**config.mk**
```make
export PLATFORM = sky130hd
export DESIGN_NAME = csem_unit
export DESIGN_NICKNAME = d
export VERILOG_FILES = /design/src/rtl/csem_pkg.sv /design/src/rtl/csem_rr_arb.sv /design/src/rtl/csem_wait_queue.sv /design/src/rtl/csem_counter.sv /design/src/rtl/csem_unit.sv
export SDC_FILE = /design/constraint.sdc
export NUM_CORES = 1
export LEC_CHECK = 0
export ABC_AREA = 1
export BUFFER_PORTS_ARGS = -buffer_cell sky130_fd_sc_hd__buf_2
export CORE_UTILIZATION = 43
export CTS_CLUSTER_SIZE = 20
export DETAILED_ROUTE_END_ITERATION = 8
export PLACE_DENSITY = 0.71
export SLEW_MARGIN = 20
export SYNTH_ARGS = -nofsm -noshare
export SYNTH_HDL_FRONTEND = slang
export SYNTH_SLANG_ARGS = --single-unit
```
**constraint.sdc**
```tcl
create_clock -name clk -period 2.5 [get_ports clk]
set_input_delay 0 -clock clk [delete_from_list [all_inputs] [get_ports clk]]
set_output_delay 0 -clock clk [all_outputs]
set_load 0.005 [all_outputs]
```
**src/rtl/csem_pkg.sv**
```systemverilog
package csem_pkg;
  typedef enum logic [1:0] {
    OP_IDLE = 2'd0,
    OP_TAKE = 2'd1,
    OP_GIVE = 2'd2
  } sem_op_e;
endpackage

```
**src/rtl/csem_rr_arb.sv**
```systemverilog
module csem_rr_arb #(
  parameter int NUM_PORTS = 4,
  localparam int IW = (NUM_PORTS > 1) ? $clog2(NUM_PORTS) : 1
) (
  input  logic                 clk,
  input  logic                 rst_n,
  input  logic [NUM_PORTS-1:0] req,
  output logic                 win_valid,
  output logic [IW-1:0]        win_id
);
  logic [IW-1:0] start_q;
  int            scan;

  always_comb begin
    win_valid = 1'b0;
    win_id    = '0;
    scan      = 0;
    for (int k = 0; k < NUM_PORTS; k++) begin
      scan = int'(start_q) + k;
      if (scan >= NUM_PORTS) scan = scan - NUM_PORTS;
      if (!win_valid && req[scan]) begin
        win_valid = 1'b1;
        win_id    = IW'(scan);
      end
    end
  end

  always_ff @(posedge clk) begin
    if (!rst_n) begin
      start_q <= '0;
    end else if (win_valid) begin
      if (int'(win_id) == NUM_PORTS - 1) start_q <= '0;
      else                               start_q <= win_id + IW'(1);
    end
  end


  win_is_requester_chk: assert property (@(posedge clk) disable iff (!rst_n)
    win_valid |-> req[win_id]);
endmodule

```
**src/rtl/csem_wait_queue.sv**
```systemverilog
module csem_wait_queue #(
  parameter int NUM_PORTS = 4,
  localparam int IW = (NUM_PORTS > 1) ? $clog2(NUM_PORTS) : 1,
  localparam int CW = $clog2(NUM_PORTS + 1)
) (
  input  logic          clk,
  input  logic          rst_n,
  input  logic          push,
  input  logic [IW-1:0] push_id,
  input  logic          pop,
  output logic [IW-1:0] head_id,
  output logic          empty
);
  logic [IW-1:0] slot_q [NUM_PORTS];
  logic [IW-1:0] wr_q, rd_q;
  logic [CW-1:0] fill_q;

  assign empty   = (fill_q == '0);
  assign head_id = slot_q[rd_q];

  function automatic logic [IW-1:0] bump(input logic [IW-1:0] p);
    if (int'(p) == NUM_PORTS - 1) return '0;
    return p + IW'(1);
  endfunction

  always_ff @(posedge clk) begin
    if (!rst_n) begin
      wr_q   <= '0;
      rd_q   <= '0;
      fill_q <= '0;
    end else begin
      if (push) begin
        slot_q[wr_q] <= push_id;
        wr_q         <= bump(wr_q);
      end
      if (pop) rd_q <= bump(rd_q);
      if (push && !pop)      fill_q <= fill_q + CW'(1);
      else if (pop && !push) fill_q <= fill_q - CW'(1);
    end
  end


  park_room_chk: assert property (@(posedge clk) disable iff (!rst_n)
    push |-> (int'(fill_q) < NUM_PORTS));

  wake_nonempty_chk: assert property (@(posedge clk) disable iff (!rst_n)
    pop |-> !empty);
endmodule

```
**src/rtl/csem_counter.sv**
```systemverilog
module csem_counter #(
  parameter int MAX_COUNT  = 7,
  parameter int INIT_COUNT = 1,
  localparam int CW = $clog2(MAX_COUNT + 1)
) (
  input  logic          clk,
  input  logic          rst_n,
  input  logic          inc,
  input  logic          dec,
  output logic [CW-1:0] value,
  output logic          at_zero,
  output logic          at_max,
  output logic          err
);
  logic [CW-1:0] val_q;
  logic          err_q;

  assign value   = val_q;
  assign at_zero = (val_q == '0);
  assign at_max  = (val_q == CW'(MAX_COUNT));
  assign err     = err_q;

  always_ff @(posedge clk) begin
    if (!rst_n) begin
      val_q <= CW'(INIT_COUNT);
      err_q <= 1'b0;
    end else begin
      if (inc && at_max)        err_q <= 1'b1;
      else if (inc && !dec)     val_q <= val_q + CW'(1);
      if (dec && !inc && !at_zero) val_q <= val_q - CW'(1);
    end
  end


  count_ceiling_chk: assert property (@(posedge clk) disable iff (!rst_n)
    int'(val_q) <= MAX_COUNT);

  no_underflow_chk: assert property (@(posedge clk) disable iff (!rst_n)
    dec |-> !at_zero);

  err_sticky_chk: assert property (@(posedge clk) disable iff (!rst_n)
    err_q |=> err_q);
endmodule

```
**src/rtl/csem_unit.sv**
```systemverilog
module csem_unit
  import csem_pkg::*;
#(
  parameter int NUM_PORTS  = 4,
  parameter int MAX_COUNT  = 7,
  parameter int INIT_COUNT = 1,
  localparam int IW = (NUM_PORTS > 1) ? $clog2(NUM_PORTS) : 1,
  localparam int CW = $clog2(MAX_COUNT + 1)
) (
  input  logic                 clk,
  input  logic                 rst_n,
  input  logic [NUM_PORTS-1:0] acq_valid,
  output logic [NUM_PORTS-1:0] acq_ready,
  input  logic [NUM_PORTS-1:0] rel_valid,
  output logic [NUM_PORTS-1:0] rel_ready,
  output logic [CW-1:0]        count,
  output logic                 sat_err
);
  logic [NUM_PORTS-1:0] parked_q;
  logic [NUM_PORTS-1:0] req;
  logic                 win_valid;
  logic [IW-1:0]        win_id;
  logic [IW-1:0]        head_id;
  logic                 q_empty;
  logic                 push, pop, inc, dec;
  logic                 at_zero, at_max;
  sem_op_e              op;

  assign req = rel_valid | (acq_valid & ~parked_q);

  csem_rr_arb #(.NUM_PORTS(NUM_PORTS)) u_arb (
    .clk(clk), .rst_n(rst_n), .req(req),
    .win_valid(win_valid), .win_id(win_id)
  );

  csem_wait_queue #(.NUM_PORTS(NUM_PORTS)) u_waitq (
    .clk(clk), .rst_n(rst_n), .push(push), .push_id(win_id),
    .pop(pop), .head_id(head_id), .empty(q_empty)
  );

  csem_counter #(.MAX_COUNT(MAX_COUNT), .INIT_COUNT(INIT_COUNT)) u_cnt (
    .clk(clk), .rst_n(rst_n), .inc(inc), .dec(dec),
    .value(count), .at_zero(at_zero), .at_max(at_max), .err(sat_err)
  );

  always_comb begin
    if (!win_valid)             op = OP_IDLE;
    else if (rel_valid[win_id]) op = OP_GIVE;
    else                        op = OP_TAKE;
  end

  always_comb begin
    acq_ready = '0;
    rel_ready = '0;
    push = 1'b0;
    pop  = 1'b0;
    inc  = 1'b0;
    dec  = 1'b0;
    case (op)
      OP_GIVE: begin
        rel_ready[win_id] = 1'b1;
        if (!q_empty) begin
          pop = 1'b1;
          acq_ready[head_id] = 1'b1;
        end else begin
          inc = 1'b1;
        end
      end
      OP_TAKE: begin
        if (!at_zero) begin
          dec = 1'b1;
          acq_ready[win_id] = 1'b1;
        end else begin
          push = 1'b1;
        end
      end
      default: ;
    endcase
  end

  always_ff @(posedge clk) begin
    if (!rst_n) begin
      parked_q <= '0;
    end else begin
      if (push) parked_q[win_id]  <= 1'b1;
      if (pop)  parked_q[head_id] <= 1'b0;
    end
  end


  one_release_chk: assert property (@(posedge clk) disable iff (!rst_n)
    $onehot0(rel_ready));

  one_grant_chk: assert property (@(posedge clk) disable iff (!rst_n)
    $onehot0(acq_ready));

  grant_to_asker_chk: assert property (@(posedge clk) disable iff (!rst_n)
    (acq_ready & ~acq_valid) == '0);

  handoff_keeps_count_chk: assert property (@(posedge clk) disable iff (!rst_n)
    (|rel_ready && |acq_ready) |=> $stable(count));

  ceiling_hold_chk: assert property (@(posedge clk) disable iff (!rst_n)
    (|rel_ready && at_max && q_empty) |=> (sat_err && $stable(count)));
endmodule

```
# Word level (Yosys, flattened, before mapping)

Memory sizes are Yosys's and may differ from the RTL's. A register that Yosys moved wholly into a read port is not among the register bits.
Index checks and enable logic that the tools add are counted.

Register bits: 17
Memories: 1
Logic and storage cells: 139
Input port bits: 10
Memory bits (writable): 8

$add $sub $neg: 14
Equal/unequal tests: 7
Multiplexer cells: 68
Reduce and logical (&&, ||, !) cells: 24
Magnitude comparators: 12
Bitwise gates (word level): 6

Memories:

| memory         | words | width | read ports | clocked after memory_dff | wr ports | line                  | RTL |
|---|---|---|---|---|---|---|---|
| u_waitq.slot_q | 4     | 2     | 1          | 1                        | 1        | csem_wait_queue.sv:14 | `logic [IW-1:0] slot_q [NUM_PORTS];` |

Operator list:

| operator                                                           | count |
|---|---|
| < comparator 32 x 4 -> 1 bit, second input constant                | 4 |
| 2-to-1 mux 32 bit                                                  | 4 |
| greater-or-equal comparator 32 x 4 -> 1 bit, second input constant | 3 |
| subtractor 32 x 4 -> 32 bit, second input constant                 | 3 |
| 2-to-1 mux 1 bit                                                   | 32 |
| 2-to-1 mux 2 bit                                                   | 13 |
| 2-to-1 mux 4 bit                                                   | 6 |
| 2-to-1 mux 3 bit                                                   | 5 |
| logical AND 1 bit                                                  | 11 |
| binary-select mux 1 bit (select 2 bit)                             | 5 |
| bitwise AND 4 bit                                                  | 2 |
| equality test 2 x 1 -> 1 bit, second input constant                | 4 |
| logical NOT 1 bit                                                  | 8 |
| inverter 4 bit                                                     | 2 |
| OR 4 bit                                                           | 2 |
| one-hot mux 4 bit (2 select lines)                                 | 1 |
| adder 2 x 1 -> 2 bit, second input constant                        | 3 |
| adder 2 x 2 -> 3 bit, second input constant                        | 2 |
| adder 3 x 1 -> 3 bit, second input constant                        | 2 |
| logical NOT 3 bit                                                  | 2 |
| < comparator 2 x 3 -> 1 bit, second input constant                 | 2 |
| subtractor 3 x 1 -> 3 bit, second input constant                   | 2 |
| demux 1 bit (select 2 bit)                                         | 2 |
| greater-or-equal comparator 2 x 1 -> 1 bit, second input constant  | 2 |
| 8 further kinds                                                    | 9 |

# Depth between registers and ports, before layout

Depth after elaboration: 27
Mapped depth: 24
Mapped depth without buffers: 24

# Cells and area by module

A second synthesis with hierarchy kept.

Cells, all modules: 272
Area total of the unflattened synthesis: 1834.3 um^2

Modules (own cells, without submodules):

| module          | area each (um^2) | cells an instance | times used |
|---|---|---|---|
| csem_wait_queue | 762.0            | 79                | 1 |
| csem_unit       | 454.2            | 83                | 1 |
| csem_rr_arb     | 377.9            | 73                | 1 |
| csem_counter    | 240.2            | 37                | 1 |

# Least setup slack after synthesis

No wires, ideal clock.

Path kind: flip-flop to flip-flop
Start: register u_arb.start_q[0]
End: register u_waitq.fill_q[2]
Cell stages (with the launch flop): 22
Data required time: 2430 ps
Arrival time: 2698 ps
Setup time: 70 ps
Setup slack: -267 ps
Cell sequence: dfxtp_1 -> buf_6 -> xor2_4 -> nand3_2 -> o21ai_2 -> inv_2 -> nand3_4 -> nand3_4 -> inv_2 -> nand2_1 -> nand3_1 -> nand2_2 -> nor2_2 -> nand2_2 -> clkinv_4 -> ha_1 -> inv_1 -> fa_1 -> o21ai_0 -> a21o_1 -> o21ai_0 -> a21oi_1

Word-level cells in the longest chain between the ends: 24
Elaborated cells between the ends (all ways): 55

RTL lines:

| what                                                                                 | line                                         | RTL |
|---|---|---|
| start: declaration                                                                   | csem_rr_arb.sv:11                            | `logic [IW-1:0] start_q;` |
| start signal: assignment                                                             | csem_rr_arb.sv:33                            | `else start_q <= win_id + IW'(1);` |
| parallel branches: the longest is 14 deep, another holds subtractor 32 x 4 -> 32 bit | n/a                                          |  |
| 2-to-1 mux 2 bit (*)                                                                 | csem_rr_arb.sv:21                            | `if (!win_valid && req[scan]) begin` |
| net u_arb.win_id[0]                                                                  | csem_rr_arb.sv:9                             | `output logic [IW-1:0] win_id` |
| binary-select mux 1 bit (select 2 bit) (*)                                           | csem_unit.sv:48                              | `else if (rel_valid[win_id]) op = OP_GIVE;` |
| 2-to-1 mux 1 bit (implied by the code) (*)                                           | csem_unit.sv:48                              |  |
| 2-to-1 mux 2 bit (*)                                                                 | csem_unit.sv:48                              |  |
| 2-to-1 mux 2 bit (*)                                                                 | csem_unit.sv:47                              | `if (!win_valid) op = OP_IDLE;` |
| equality test 2 bit or equality test 2 x 1 -> 1 bit (tied branches)                  | csem_unit.sv:59                              | `case (op)` |
| 2-to-1 mux 1 bit                                                                     | csem_unit.sv:59                              |  |
| logical NOT 1 bit (on tied branches)                                                 | csem_wait_queue.sv:37, csem_wait_queue.sv:38 |  |
| logical AND 1 bit (on tied branches)                                                 | csem_wait_queue.sv:37, csem_wait_queue.sv:38 |  |
| 2-to-1 mux 3 bit or nonzero test 2 bit (tied branches)                               | n/a                                          |  |
| end signal: assignment                                                               | csem_wait_queue.sv:37                        | `if (push && !pop) fill_q <= fill_q + CW'(1);` |
| end signal: assignment                                                               | csem_wait_queue.sv:38                        | `else if (pop && !push) fill_q <= fill_q - CW'(1);` |
| end: declaration                                                                     | csem_wait_queue.sv:16                        | `logic [CW-1:0] fill_q;` |

Mark *: on every way through the listed nets, which the timed path passes. The select of a mux whose other input is x is not followed.
A chain may end at the register's enable or synchronous reset.

# Final worst setup path

Ends and elaborated chain as after synthesis.

==> run metrics <==
most frequent cell after synthesis nand2_1; number of synthesized flops with an enable pin 8; chip height 67.8 microns; top cell type's share of synthesized area 20.4%; Core Area 4090 sq um; synth warn 0; clock sink count 27; ranking of synthesized cells by area dfxtp_1, edfxtp_1, nand2_1; critical path type register to register; unrepaired setup endpoints after global routing yes; fmax 0.361 GHz; Synth Flop Type dfxtp_1; layout cells sized above 1 51.8%; Async SR Flop Fraction 0%; Avg Inst Size Synth 8.06 sq um; number of CTS-inserted buffers 3; Final Cycle Share 111%; Worst-Skew Late Latency 0.28 ns; largest net degree at the start of global routing 18; initial antenna violation count 0; Fin. Hold Viols 0; gpl congestion 0.824; Total Power 4220 uW; Boundary Pins 22; Final Skew 0.00192 ns; Worst R2R End u_waitq.fill_q[2]$_SDFFE_PN0P_; DR iter-0 viols 53; die area 4600 sq um; Synth area leader dfxtp_1; CTS tree built; hold buffers post-CTS 0; Die X 67.8 microns; WP data required 2.72 ns; Arr. time, crit path 2.99 ns; Site Rows 23; first-pass GRT wire length 7250 microns; diode count 0; critical-path maximum fanout 6; routed len/inst 13.4 microns; Mapped Cells 231; launch point of the worst reg-to-reg path u_arb.start_q[0]$_SDFFE_PN0N_; Final Critical Period 2.77 ns; clock-pin slew on the worst setup and hold paths 0.10 ns; DR vias/cell 4.97; Mapped Area 1860 sq um; worst r2r path cells 24; synth unique cells 35; post-route setup TNS -0.838 ns; max_slew headroom 67.7%; Final ANT Viol Nets 0; H-tree Lvls 1; DRC violations left 0; DP Worst Slack -0.212 ns; Worst-Margin Slew 0.481 ns; post-synthesis net count 253; crit path from u_arb.start_q[0]$_SDFFE_PN0N_; PortBufs 21; pwr dens 1610 nW/um^2; most frequent cells after synthesis nand2_1, inv_1, dfxtp_1; sequential share of the synthesized area 33.3%; Hold/Removal Path Class input port to register; total track usage 21.5%; CTS root buffer clkbuf_8; Area growth syn-to-layout 40.9%; status complete, but fails checks; number of global-route vias before repair 1613; P_leak 0.00121 uW; final setup fails 5; Peak VDD IR 1.01 mV; Max-cap violations 0; Fillers 327; Critical Path End u_waitq.fill_q[2]$_SDFFE_PN0P_; clock tree buffer depth 2; r2r setup slk -0.27 ns; multi-input logic area 1260 sq um; grt total ovfl 0; failing checks setup timing; 1st-pass router iterations 4; fin nets 322; Final Worst Setup Slack -0.270 ns; drt total wl 4690 microns; storage element area 623 sq um; synthesized flop and latch total 27; routed vias 1736; hpwl dp 3160 microns; Slew Limit Fails 0; Startpoint Class register; final core occ 64.2%; crit path capture type register; starting density of the core 45.6%
[final cells by class]
type | instances | share of cell area, %
Multi-Input combinational cell | 163 | 48.2
Inverter | 38 | 6.01
Clock buffer | 3 | 1.57
Sequential cell | 27 | 23.7
Timing Repair Buffer | 67 | 17.7
Tap cell | 50 | 2.38
Clock inverter | 1 | 0.334
[worst max-delay path: stages, from the launching register on]
cell      delay (ns)
dfxtp_2         0.36
buf_6           0.15
inv_8           0.06
nand3_4         0.09
nand2_1         0.06
nand2_1         0.07
nand2_1         0.06
nand2_2         0.09
nand2_2         0.07
nand2_4         0.09
nand3_4         0.12
inv_4           0.09
nand2_2         0.05
nand3_2         0.08
nand2_2         0.06
nor2_2          0.13
nand2_2         0.10
clkinv_4        0.08
ha_4            0.12
inv_2           0.03
fa_2            0.32
o21ai_1         0.14
a21o_1          0.11
o21ai_1         0.06
a21oi_1         0.13
[kinds of logic after synthesis]
kind of cell               count (synthesis)  share of synthesized area, %
DFF                                       27                          33.3
buffers and inverters                     41                          9.81
xor gates and xnor gates                   3                          2.42
adders and majority gates                 12                          8.87
and+or+nand+nor                          113                          33.5
AOI/OAI and AO/OA                         35                          12.0
[through the flow]
step | cells | area, sq um | hold slack (ns)
6_report | 349 | 2620 | 0.0996
4_1_cts | 344 | 2490 | 0.104
5_1_grt | 349 | 2620 | 0.120
2_1_floorplan | 231 | 1900 | 0.138
3_3_place_gp | 330 | 2270 | 0.403
3_5_place_dp | 330 | 2270 | 0.401
[power breakdown]
part / internal [uW] / total [uW] / switching, uW
Clock: 117 / 269 / 152
Combinational: 1510 / 3240 / 1740
Sequential: 609 / 707 / 97.5
[layout by cell type (no fill, tap or decap), types with 2 or more instances in the layout]
master | synthesis | final
nand2_1 | 45 | 28
dfxtp_1 | 19 | 17
clkbuf_8 | 0 | 3
a21oi_1 | 10 | 9
inv_2 | 3 | 5
nand4_1 | 3 | 3
nand3_4 | 3 | 9
o21ai_1 | 2 | 8
nor2_1 | 12 | 12
dfxtp_2 | 0 | 2
buf_4 | 1 | 42
buf_6 | 2 | 4
inv_1 | 33 | 30
nand3_1 | 18 | 6
edfxtp_1 | 8 | 8
ha_1 | 10 | 9
a21oi_2 | 4 | 5
nor3_1 | 2 | 2
nand2_4 | 2 | 4
fa_2 | 0 | 2
nor2_4 | 3 | 7
buf_2 | 0 | 21
o21ai_0 | 12 | 6
nor2_2 | 6 | 2
nand3_2 | 7 | 13
nand2_2 | 12 | 27
[timing repair]
item                                    CTS  global route
pin swaps                                12            14
buffers inserted                         10             5
endpoints found under the setup margin    7            24
endpoints found under the hold margin     0             0
resized for setup                        24            27
[layer usage]
layer  wire length, microns  GRT usage [%]  vias to the layer above
met5                      0              0                        -
met4                     63           8.85                        0
met3                    243           4.05                        5
met2                   2240           34.2                       48
met1                   2140           28.3                      799
li1                       -              -                      884
[flip-flops by register name (all words and copies together), names as in the netlist, named ones only]
register and flops:
u_cnt.value 3, u_waitq.wr_q 2, u_waitq.slot_q 8, u_arb.start_q 2
u_waitq.rd_q 2, u_cnt.err 1, u_waitq.fill_q 3, parked_q 4
[worst min path at each step]
stage | start | to | slack, ns | depth (start not counted)
finish | rst_n | u_cnt.value[2]$_SDFFE_PN0P_ | 0.1 | 3
global route | rst_n | u_cnt.value[2]$_SDFFE_PN0P_ | 0.12 | 3
CTS | rst_n | u_cnt.value[2]$_SDFFE_PN0P_ | 0.10 | 3
global placement | u_cnt.err$_SDFFE_PN0N_ | sat_err | 0.40 | 1
detailed placement | u_cnt.err$_SDFFE_PN0N_ | sat_err | 0.40 | 1
floorplan | rst_n | u_arb.start_q[1]$_SDFFE_PN0N_ | 0.14 | 2
Power figures use the tool's default switching activity.
